## config.mk

```make
export PLATFORM = sky130hd
export DESIGN_NAME = quad_dac_regbank
export DESIGN_NICKNAME = d
export VERILOG_FILES = /design/src/rtl/quad_dac_regbank_pkg.sv /design/src/rtl/quad_dac_regbank_sync.sv /design/src/rtl/quad_dac_regbank_clr.sv /design/src/rtl/quad_dac_regbank_stage.sv /design/src/rtl/quad_dac_regbank_out.sv /design/src/rtl/quad_dac_regbank.sv
export SDC_FILE = /design/constraint.sdc
export NUM_CORES = 1
export LEC_CHECK = 0
export BUFFER_PORTS_ARGS = -buffer_cell sky130_fd_sc_hd__buf_4
export CORE_MARGIN = 1.5
export CORE_UTILIZATION = 51
export CTS_BUF_LIST = sky130_fd_sc_hd__clkbuf_2
export DETAILED_ROUTE_END_ITERATION = 16
export PLACE_DENSITY = 0.78
export SYNTH_ARGS = -nofsm -noshare
export SYNTH_HDL_FRONTEND = slang
export SYNTH_SLANG_ARGS = --single-unit
```

## constraint.sdc

```tcl
create_clock -name clk -period 2.45 [get_ports clk]
set_clock_uncertainty 0.05 [all_clocks]
set_input_delay 0.49 -clock clk [delete_from_list [all_inputs] [get_ports clk]]
set_output_delay 0.49 -clock clk [all_outputs]
set_load 0.01 [all_outputs]
```

## src/rtl/quad_dac_regbank_pkg.sv

```systemverilog
package quad_dac_regbank_pkg;

    localparam int NUM_CH  = 4;
    localparam int CH_AW   = 2;
    localparam int MAX_W   = 32;

    typedef enum logic [1:0] {
        OUT_HOLD   = 2'd0,
        OUT_FOLLOW = 2'd1,
        OUT_PRESET = 2'd2
    } out_mode_e;

    typedef struct packed {
        logic             valid;
        logic [CH_AW-1:0] addr;
    } wr_ctl_t;

    // Preset pattern: zero, or only the top bit of a w-bit code set.
    function automatic logic [MAX_W-1:0] preset_word(input int w, input logic half);
        logic [MAX_W-1:0] r;
        r = '0;
        if (half) r[w-1] = 1'b1;
        return r;
    endfunction

    function automatic out_mode_e pick_mode(input logic preset, input logic follow);
        if (preset)      return OUT_PRESET;
        else if (follow) return OUT_FOLLOW;
        else             return OUT_HOLD;
    endfunction

endpackage

```

## src/rtl/quad_dac_regbank_sync.sv

```systemverilog
module quad_dac_regbank_sync #(
    parameter int   STAGES    = 2,
    parameter logic RESET_VAL = 1'b1
) (
    input  logic clk,
    input  logic rst,
    input  logic d_async,
    output logic q_sync
);
    localparam int LAST = STAGES - 1;

    logic [LAST:0] chain;

    always_ff @(posedge clk) begin
        if (rst) begin
            chain <= {STAGES{RESET_VAL}};
        end else begin
            chain[0] <= d_async;
            for (int i = 1; i < STAGES; i++) begin
                chain[i] <= chain[i-1];
            end
        end
    end

    assign q_sync = chain[LAST];
endmodule

```

## src/rtl/quad_dac_regbank_clr.sv

```systemverilog
module quad_dac_regbank_clr #(
    parameter int STAGES = 2
) (
    input  logic clk,
    input  logic rst,
    input  logic clr_n,
    output logic preset_act
);
    localparam int LAST = STAGES - 1;

    logic [LAST:0] hold;

    // Asserts as soon as clr_n falls; drains one stage per edge after release.
    always_ff @(posedge clk or negedge clr_n) begin
        if (!clr_n) begin
            hold <= '1;
        end else if (rst) begin
            hold <= '0;
        end else begin
            hold <= {hold[LAST:0], 1'b0} >> 0;
            hold[0] <= 1'b0;
            for (int i = 1; i < STAGES; i++) begin
                hold[i] <= hold[i-1];
            end
        end
    end

    assign preset_act = rst | hold[LAST];
endmodule

```

## src/rtl/quad_dac_regbank_stage.sv

```systemverilog
module quad_dac_regbank_stage
    import quad_dac_regbank_pkg::*;
#(
    parameter int W = 16
) (
    input  logic                     clk,
    input  logic                     preset_act,
    input  logic [W-1:0]             preset_val,
    input  wr_ctl_t                  wr_ctl,
    input  logic [W-1:0]             wr_data,
    output logic [NUM_CH-1:0][W-1:0] stage_q,
    output logic [NUM_CH-1:0][W-1:0] stage_d
);
    for (genvar c = 0; c < NUM_CH; c++) begin : g_ch
        logic hit;
        assign hit = wr_ctl.valid && (wr_ctl.addr == CH_AW'(c));

        always_comb begin
            if (preset_act)  stage_d[c] = preset_val;
            else if (hit)    stage_d[c] = wr_data;
            else             stage_d[c] = stage_q[c];
        end

        always_ff @(posedge clk) begin
            stage_q[c] <= stage_d[c];
        end
    end
endmodule

```

## src/rtl/quad_dac_regbank_out.sv

```systemverilog
module quad_dac_regbank_out
    import quad_dac_regbank_pkg::*;
#(
    parameter int W = 16
) (
    input  logic                     clk,
    input  logic                     preset_act,
    input  logic                     follow,
    input  logic [W-1:0]             preset_val,
    input  logic [NUM_CH-1:0][W-1:0] stage_d,
    output logic [NUM_CH-1:0][W-1:0] out_q
);
    out_mode_e mode;

    assign mode = pick_mode(preset_act, follow);

    for (genvar c = 0; c < NUM_CH; c++) begin : g_ch
        always_ff @(posedge clk) begin
            unique case (mode)
                OUT_PRESET: out_q[c] <= preset_val;
                OUT_FOLLOW: out_q[c] <= stage_d[c];
                default:    out_q[c] <= out_q[c];
            endcase
        end
    end
endmodule

```

## src/rtl/quad_dac_regbank.sv

```systemverilog
module quad_dac_regbank
    import quad_dac_regbank_pkg::*;
#(
    parameter int W           = 16,
    parameter int SYNC_STAGES = 2
) (
    input  logic                     clk,
    input  logic                     rst,
    input  logic                     wr_valid,
    input  logic [1:0]               wr_addr,
    input  logic [W-1:0]             wr_data,
    input  logic                     ldac_n,
    input  logic                     clr_n,
    input  logic                     half_sel,
    output logic [NUM_CH-1:0][W-1:0] dac_codes
);
    logic                     preset_act;
    logic                     ldac_sync;
    logic                     ld_active;
    logic [W-1:0]             preset_val;
    wr_ctl_t                  wr_ctl;
    logic [NUM_CH-1:0][W-1:0] inp_codes;
    logic [NUM_CH-1:0][W-1:0] inp_next;

    assign preset_val = W'(preset_word(W, half_sel));
    assign wr_ctl     = '{valid: wr_valid, addr: wr_addr};
    assign ld_active  = ~ldac_sync;

    quad_dac_regbank_clr #(.STAGES(SYNC_STAGES)) u_clr (
        .clk        (clk),
        .rst        (rst),
        .clr_n      (clr_n),
        .preset_act (preset_act)
    );

    quad_dac_regbank_sync #(.STAGES(SYNC_STAGES), .RESET_VAL(1'b1)) u_ldac_sync (
        .clk     (clk),
        .rst     (rst),
        .d_async (ldac_n),
        .q_sync  (ldac_sync)
    );

    quad_dac_regbank_stage #(.W(W)) u_stage (
        .clk        (clk),
        .preset_act (preset_act),
        .preset_val (preset_val),
        .wr_ctl     (wr_ctl),
        .wr_data    (wr_data),
        .stage_q    (inp_codes),
        .stage_d    (inp_next)
    );

    quad_dac_regbank_out #(.W(W)) u_out (
        .clk        (clk),
        .preset_act (preset_act),
        .follow     (ld_active),
        .preset_val (preset_val),
        .stage_d    (inp_next),
        .out_q      (dac_codes)
    );
endmodule

```

==> out/results.txt, run 1 <==
Minimum clock period -> 1.84 ns
Routed wire length -> 8.91 mm
Share of cells above drive strength 1 -> 28.4%
Pleak -> 2.54 nW
Min-Delay Path Class -> in2reg
Width of the die -> 98.8 microns
RSZ-0062 raised after global routing -> false
I/O pin count -> 88
F_max -> 0.545 GHz
Setup violators final -> 0
Pint -> 0.00334 W
Max_cap viols -> 0
Reg2Reg Depth -> 2
Nets@finish -> 479
Final slew viol count -> 0
Residual DRC count -> 0
CP Buf/Inv Count -> 3
CTS tree -> yes
Synth Net Count -> 385
ANT cells -> 0
Final Cycle Share -> 74.9%
Most common cell after layout, fill and taps aside -> nor2_1
Clock network fraction of design power -> 35.5%
First-pass GRT wire length -> 14.1 mm
Post-synth EDFFs -> 64
Count of state elements after synthesis -> 132
Clock Latency Late Sink -> 0.62 ns
Number of buffers created by CTS -> 17
Drt pass-1 iters -> 6
Placer Congestion -> 0.729
Async SR Flop Fraction -> 1.52%
Area Growth Syn to Fin -> 22.0%
Mapped Area -> 4680 sq um
Critical path peak fanout -> 45
Total GRT Usage -> 19.2%
Most frequent cells in the layout -> nor2_1 (123), buf_4 (92), dfxtp_1 (66)
CTS H-tree depth -> 4
Critical Path Stages -> 5
Final setup TNS -> 0 ns
Crit path required time -> 2.87 ns
Syn Area/Cell -> 13.0 sq um
VDD IR max -> 441 uV
CP endpoint kind -> flip-flop
Slew headroom -> 25.7%
Psw -> 0.00100 W
Pin count of the biggest net entering global routing -> 61
Sw Ratio -> 23.1%
Sequential power share -> 56.3%
Vias -> 2927
Vias/cell -> 5.08
Status -> finished clean
Height of the die -> 98.8 microns
Worst slew pin tran -> 1.11 ns
CP arrival -> 2.25 ns
Hpwl dp -> 5.70 mm
Synth Instances -> 361
Critical path class -> in2reg
Initial core utilization -> 53.1%
CP max stage cell -> or3_2
Fin. Hold Viols -> 0
Worst hold path depth -> 3
Clock Pin Slew Worst Setup and Hold Paths -> 0.19 ns
Wire per inst -> 15.5 microns
GRT Residual Overflow -> 0
WHS -> 0.0940 ns
Min-delay src -> wr_data[0]
Core Area -> 8810 sq um
Final ANT Viol Nets -> 0
Worst setup path startpoint -> rst
Synth warnings -> 0
Logic gate share of total power -> 8.2%
Row count -> 34
Library cells used by synthesis -> 21
Max Buffers Root-to-Sink -> 2
Power Density -> 761 nW/um^2
Crit start category -> primary input
Cell family with most CP delay -> buffers and inverters
Reg-to-Reg Start -> u_clr.hold[1]
Number of filler instances in the final layout -> 664
Vias in the first global route -> 2865
CTS Sinks -> 132
Port bufs -> 87
Root Buffer -> clkbuf_2
Initial antenna violation count -> 0
Slowest cell delay on critical path -> 0.63 ns
Drt initial violations -> 183
Ys flop type -> dfxtp_1
Full die area -> 9750 sq um
Cell chain of the critical path -> dlygate4sd3_1 > buf_4 > or3_2 > buf_12 > nor2_1
Post-synthesis sequential area ratio -> 70.5%
-- logic make-up (layout without fill, tap and decap cells) --
family | count (synthesis) | count (layout) | share of synthesized area [%]
flip-flops | 132 | 132 | 70.5
buffers and inverters | 21 | 128 | 3.32
multiplexers | 63 | 63 | 13.5
other | 1 | 1 | 0.0802
AO/OA/AOI/OAI | 8 | 8 | 0.910
AND/OR/NAND/NOR | 136 | 136 | 11.7
-- registers in the layout, summed over array words and instances, names as in the netlist --
signal,count
u_out.out_q,64
u_ldac_sync.chain,2
u_stage.stage_q,64
u_clr.hold,2
-- layout make-up --
type / instances / area (sq um) / area share, %
repair buffers: 96 / 741 / 13.0
flip-flops and latches: 132 / 3300 / 57.8
clock buffers: 18 / 90.1 / 1.58
multi-input cells: 208 / 1240 / 21.7
clock inverters: 14 / 209 / 3.66
well taps: 108 / 135 / 2.37
-- synth_stat cells, types with 2 or more instances --
cell type / instances / area share, %
nand2_1: 2 / 0.16
nor2_1: 123 / 9.9
edfxtp_1: 64 / 41
clkbuf_1: 2 / 0.16
buf_6: 6 / 1.4
a31oi_1: 2 / 0.27
dfstp_2: 2 / 1.1
nand3b_1: 2 / 0.32
a21oi_1: 6 / 0.64
dfxtp_1: 66 / 28
mux2i_1: 63 / 13
or2_2: 3 / 0.40
buf_2: 12 / 1.3
-- final timing paths --
kind	endpoint	slack [ns]
max in group asynchronous	u_clr.hold[0]	2.06
max	u_out.out_q[6]	0.61
min in group asynchronous	u_clr.hold[1]	0.27
min reg2reg	u_ldac_sync.chain[1]	0.39
min	u_stage.stage_q[32]	0.09
max reg2reg	u_stage.stage_q[14]	0.66
-- per-stage QoR --
stage,total power [W],cell area (sq um),util (%),instances,worst slack (ns)
2_1_floorplan,0.00267,4680,-,361,0.475
3_3_place_gp,0.00283,5380,61.1,541,0.569
3_5_place_dp,0.00285,5380,61.1,541,0.544
4_1_cts,0.00438,5710,64.8,576,0.632
5_1_grt,0.00450,5710,64.8,576,0.480
6_report,0.00434,5710,64.8,576,0.614
-- worst min-delay path, cell delays in order --
cell	delay, ns
buf_4	0.10
mux2i_1	0.08
nor2_1	0.08
-- power by group through the flow --
stage                     clock, W  sequential, W  combinational, W
after floorplan                  0        0.00252          0.000151
after global placement           0        0.00249          0.000345
after detailed placement         0        0.00249          0.000355
after CTS                  0.00157        0.00244          0.000360
after global routing       0.00166        0.00245          0.000386
final                      0.00154        0.00244          0.000356
-- layer usage --
layer / share of wire, % / track usage [%] / vias to the layer above
met5: 0 / 0 / -
met4: 1.3 / 6.81 / 0
met3: 4.5 / 6.03 / 12
met2: 50 / 30.5 / 86
met1: 45 / 25.1 / 1410
li1: - / - / 1419
-- repair_timing --
item | 4_1_cts | 5_1_grt
gates resized for setup | 0 | 0
hold buffers | 3 | 0
endpoints found under the hold margin | 5 | 0
buffers inserted | 0 | 0
Power figures use the tool's default switching activity.
==> inputs of run 2 (changes only) <==
--- a/config.mk
+++ b/config.mk
@@ -7,10 +7,10 @@
 export LEC_CHECK = 0
 export BUFFER_PORTS_ARGS = -buffer_cell sky130_fd_sc_hd__buf_4
 export CORE_MARGIN = 1.5
-export CORE_UTILIZATION = 51
+export CORE_UTILIZATION = 57
 export CTS_BUF_LIST = sky130_fd_sc_hd__clkbuf_2
 export DETAILED_ROUTE_END_ITERATION = 16
-export PLACE_DENSITY = 0.78
+export PLACE_DENSITY = 0.83
 export SYNTH_ARGS = -nofsm -noshare
 export SYNTH_HDL_FRONTEND = slang
 export SYNTH_SLANG_ARGS = --single-unit
==> constraint.sdc (replaced) <==
create_clock -name clk -period 1.9 [get_ports clk]
set_clock_uncertainty 0.05 [all_clocks]
set_input_delay 0.38 -clock clk [delete_from_list [all_inputs] [get_ports clk]]
set_output_delay 0.38 -clock clk [all_outputs]
set_load 0.01 [all_outputs]
==> out/results.txt, run 2 (same netlist as run 1, synthesis figures left out) <==
Most common cell after layout, fill and taps aside -> nor2_1
Final setup TNS -> 0 ns
Most frequent cells in the layout -> nor2_1 (123), buf_4 (95), dfxtp_1 (66)
Final Cycle Share -> 97.2%
CP endpoint kind -> flip-flop
Status -> finished clean
Share of cells above drive strength 1 -> 27.6%
First-pass GRT wire length -> 14.5 mm
Biggest regs -> u_out.out_q: 64 flops, u_stage.stage_q: 64 flops
Root Buffer -> clkbuf_2
Min-delay src -> wr_addr[0]
Critical path peak fanout -> 16
Nets@finish -> 503
CTS tree -> yes
Number of buffers created by CTS -> 17
Minimum clock period -> 1.85 ns
Final ANT Viol Nets -> 0
Routed wire length -> 9.30 mm
Drt initial violations -> 184
F_max -> 0.542 GHz
Fin cells -> 594
Width of the die -> 93.6 microns
Worst slew pin tran -> 0.558 ns
GRT Residual Overflow -> 0
Area Growth Syn to Fin -> 27.2%
Fin. Hold Viols -> 0
Final slew viol count -> 0
Slew headroom -> 62.5%
Power Density -> 944 nW/um^2
Max_cap viols -> 0
Reg2Reg Depth -> 5
VDD IR max -> 470 uV
Number of filler instances in the final layout -> 517
Setup violators final -> 0
CP max stage cell -> dlygate4sd3_1
RSZ-0062 raised after global routing -> false
Worst reg2reg endpoint -> u_stage.stage_q[31]
CTS Sinks -> 132
Clock Latency Late Sink -> 0.63 ns
I/O pin count -> 88
Clock Pin Slew Worst Setup and Hold Paths -> 0.18 ns
Util after Layout -> 75.8%
Slowest cell delay on critical path -> 0.55 ns
Worst hold path depth -> 3
ANT cells -> 0
Design Power -> 0.00562 W
Hpwl dp -> 5.82 mm
Wire per inst -> 15.7 microns
Height of the die -> 93.6 microns
Residual DRC count -> 0
Port bufs -> 87
Pin count of the biggest net entering global routing -> 49
Register area -> 3300 sq um
Core Area -> 7850 sq um
CTS H-tree depth -> 4
Placer Congestion -> 0.753
Vias -> 3012
Critical path class -> in2reg
Reg-to-Reg Start -> u_clr.hold[1]
Total GRT Usage -> 22.7%
Max Buffers Root-to-Sink -> 2
Full die area -> 8760 sq um
Hold Crit Endpoint -> u_stage.stage_q[63]
Vias in the first global route -> 2986
CP arrival -> 2.34 ns
Initial antenna violation count -> 0
Cell chain of the critical path -> dlygate4sd3_1 > buf_4 > nand3b_1 > buf_4 > mux2i_1 > a21oi_1 > dlygate4sd3_1
Crit start category -> primary input
Row count -> 32
Placed cell count -> 540
Drt pass-1 iters -> 5
Min-Delay Path Class -> in2reg
R2r setup slk -> 0.16 ns
Vias/cell -> 5.07
Multi-input gate area -> 1240 sq um
Post-CTS Resized -> 0
Crit path required time -> 2.39 ns
Pleak -> 2.65 nW
Initial core utilization -> 59.6%
## run 2: how the worst max path moves through the flow
stage,slack (ns),cells past startpoint,startpoint,endpoint
6_report,0.05,7,wr_addr[1],u_stage.stage_q[31]
3_3_place_gp,0.29,4,rst,u_out.out_q[62]
5_1_grt,0.009,7,wr_addr[1],u_stage.stage_q[31]
3_5_place_dp,0.26,5,wr_addr[1],u_out.out_q[2]
4_1_cts,0.11,7,wr_addr[1],u_stage.stage_q[31]
2_1_floorplan,0.03,2,rst,u_out.out_q[0]
## run 2: what timing repair did
item	4_1_cts	5_1_grt
hold buffers	22	0
buffers inserted	0	0
hold endpoints to repair	67	0
## run 2: final cells by class
type,count,area share [%]
Clock buffer,17,1.43
Clock inverter,15,3.57
Multi-Input combinational cell,208,20.8
Timing Repair Buffer,120,16.7
Sequential cell,132,55.4
Tap cell,102,2.14
## run 2: through the flow
stage	hold slack (ns)	cell area (sq um)	setup slack, ns
2_1_floorplan	0.182	4680	0.0348
3_3_place_gp	0.273	5430	0.289
3_5_place_dp	0.275	5430	0.262
4_1_cts	0.0118	5950	0.108
5_1_grt	0.0286	5950	0.00886
6_report	0.0748	5950	0.0541
## run 2: worst max-delay path, delay by kind of cell
family,cells,cell delay (ns)
buf+inv,4,1.51
mux,1,0.26
compound gates,1,0.08
simple gates,1,0.11
## run 2: metal layers
layer	vias up	routed length (microns)	GRT usage (%)
met2	109	4770	36.7
met5	-	0	0
li1	1457	-	-
met1	1438	3850	28.8
met3	8	566	7.24
met4	0	106	7.84
## run 2: power breakdown
| part | total (W) | internal, W | switching [W] |
|---|---|---|---|
| clock | 0.00195 | 0.000983 | 0.000971 |
| combinational | 0.000513 | 0.000242 | 0.000271 |
| sequential | 0.00315 | 0.00311 | 0.0000405 |
==> inputs of run 3 (changes only) <==
--- a/config.mk
+++ b/config.mk
@@ -11,6 +11,7 @@
 export CTS_BUF_LIST = sky130_fd_sc_hd__clkbuf_2
 export DETAILED_ROUTE_END_ITERATION = 16
 export PLACE_DENSITY = 0.83
+export RECOVER_POWER = 50
 export SYNTH_ARGS = -nofsm -noshare
 export SYNTH_HDL_FRONTEND = slang
 export SYNTH_SLANG_ARGS = --single-unit
==> out/results.txt, run 3 (same netlist as run 1, synthesis figures left out) <==
Final Cycle Share -> 101%
Minimum clock period -> 1.92 ns
CP Buf/Inv Count -> 3
Vias in the first global route -> 2986
Max Buffers Root-to-Sink -> 2
Port bufs -> 87
Register area -> 3300 sq um
Width of the die -> 93.6 microns
Critical path class -> in2reg
Number of filler instances in the final layout -> 527
I/O pin count -> 88
Initial core utilization -> 59.6%
Crit path required time -> 2.25 ns
Number of buffers created by CTS -> 17
Height of the die -> 93.6 microns
Clock Latency Late Sink -> 0.64 ns
Clock Pin Slew Worst Setup and Hold Paths -> 0.18 ns
Setup violators final -> 1
Nets@finish -> 503
Min-Delay Path Class -> in2reg
Vias -> 3028
Placed instance area -> 5430 sq um
Pleak -> 2.63 nW
Fin. Hold Viols -> 0
Area Growth Syn to Fin -> 26.0%
Cell family with most CP delay -> buffers and inverters
Biggest regs -> u_out.out_q: 64 flops, u_stage.stage_q: 64 flops
Drt pass-1 iters -> 4
CP endpoint kind -> flip-flop
Crit start category -> primary input
Status -> finished with violations
Most common cell after layout, fill and taps aside -> nor2_1
Design Power -> 0.00561 W
CP arrival -> 2.27 ns
Max_cap viols -> 0
RSZ-0062 raised after global routing -> false
CP max stage cell -> dlygate4sd3_1
Vias/cell -> 5.10
Most frequent cells in the layout -> nor2_1 (123), buf_4 (88), dfxtp_1 (66)
Setup repair bufs after CTS -> 0
Total GRT Usage -> 22.7%
CTS H-tree depth -> 4
Power Density -> 951 nW/um^2
Hpwl dp -> 5.82 mm
ANT cells -> 0
Row count -> 32
Residual DRC count -> 0
WHS -> 0.0517 ns
Routed wire length -> 9.30 mm
Util after Layout -> 75.1%
Slowest cell delay on critical path -> 0.54 ns
Final ANT Viol Nets -> 0
CTS tree -> yes
Finished Cell Area -> 5890 sq um
GRT Residual Overflow -> 0
Placer Congestion -> 0.753
Fin cells -> 594
Worst slew pin tran -> 0.698 ns
Core Area -> 7850 sq um
Share of cells above drive strength 1 -> 27.0%
Placed cell count -> 540
F_max -> 0.521 GHz
Pin count of the biggest net entering global routing -> 49
Final slew viol count -> 0
Full die area -> 8760 sq um
VDD IR max -> 468 uV
Met2 Resource Use GR -> 36.7%
GR Util met1 -> 28.8%
Critical path peak fanout -> 16
Drt initial violations -> 184
CTS Sinks -> 132
Failing checks -> setup timing
Root Buffer -> clkbuf_2
GR peak layer -> met2
Cell chain of the critical path -> dlygate4sd3_1 > buf_4 > nor3b_1 > clkbuf_2 > mux2i_1 > nor2_1
First-pass GRT wire length -> 14.5 mm
Multi-input gate area -> 1220 sq um
Final WS setup -> -0.0210 ns
Initial antenna violation count -> 0
Slew headroom -> 53.4%
Met3 usage -> 7.24%
Wire per inst -> 15.6 microns
-- run 3: worst register-to-register path, delay by kind of cell (launching register included) --
kind | cells | cell delay, ns
flops | 1 | 0.59
simple gates | 2 | 0.26
compound gates | 1 | 0.06
buf+inv | 2 | 0.71
-- run 3: repair_timing --
action                                 4_1_cts  5_1_grt
hold buffers                                22        0
endpoints found under the hold margin       67        0
resized for setup                            0        0
-- run 3: final timing paths --
| path | start | cells after the start | to | slack, ns |
|---|---|---|---|---|
| max reg2reg | u_clr.hold[1] | 5 | u_stage.stage_q[31] | 0.14 |
| min reg2reg | u_ldac_sync.chain[0] | 1 | u_ldac_sync.chain[1] | 0.38 |
| max | wr_addr[1] | 6 | u_out.out_q[14] | -0.02 |
| max in group asynchronous | clr_n | 2 | u_clr.hold[1] | 1.63 |
| min in group asynchronous | clr_n | 2 | u_clr.hold[0] | 0.15 |
| min | wr_addr[0] | 3 | u_stage.stage_q[63] | 0.05 |
-- run 3: final cells by class --
| class | instances | area share (%) |
|---|---|---|
| tap | 102 | 2.17 |
| clock inverter | 15 | 3.61 |
| multi-input combinational | 208 | 20.8 |
| timing repair buffer | 120 | 16.1 |
| clock buffer | 17 | 1.44 |
| sequential | 132 | 55.9 |
-- run 3: report_power, final --
| group | total [W] | switching [W] | leakage, nW | internal, W |
|---|---|---|---|---|
| Combinational | 0.000498 | 0.000269 | 1.21 | 0.000229 |
| Sequential | 0.00315 | 0.0000403 | 1.25 | 0.00311 |
| Clock | 0.00196 | 0.000973 | 0.166 | 0.000983 |
| Total | 0.00561 | 0.00128 | 2.63 | 0.00432 |
-- run 3: metal layers --
layer	vias up	wire length (microns)
li1	1462	-
met1	1455	3970
met2	98	4650
met3	13	525
met4	0	149
met5	-	0
-- run 3: stage by stage --
step,TNS (ns),setup WS [ns]
2_1_floorplan,0,0.0348
3_5_place_dp,0,0.262
4_1_cts,0,0.108
5_1_grt,0,0.0128
6_report,-0.0210,-0.0210
3_3_place_gp,0,0.289
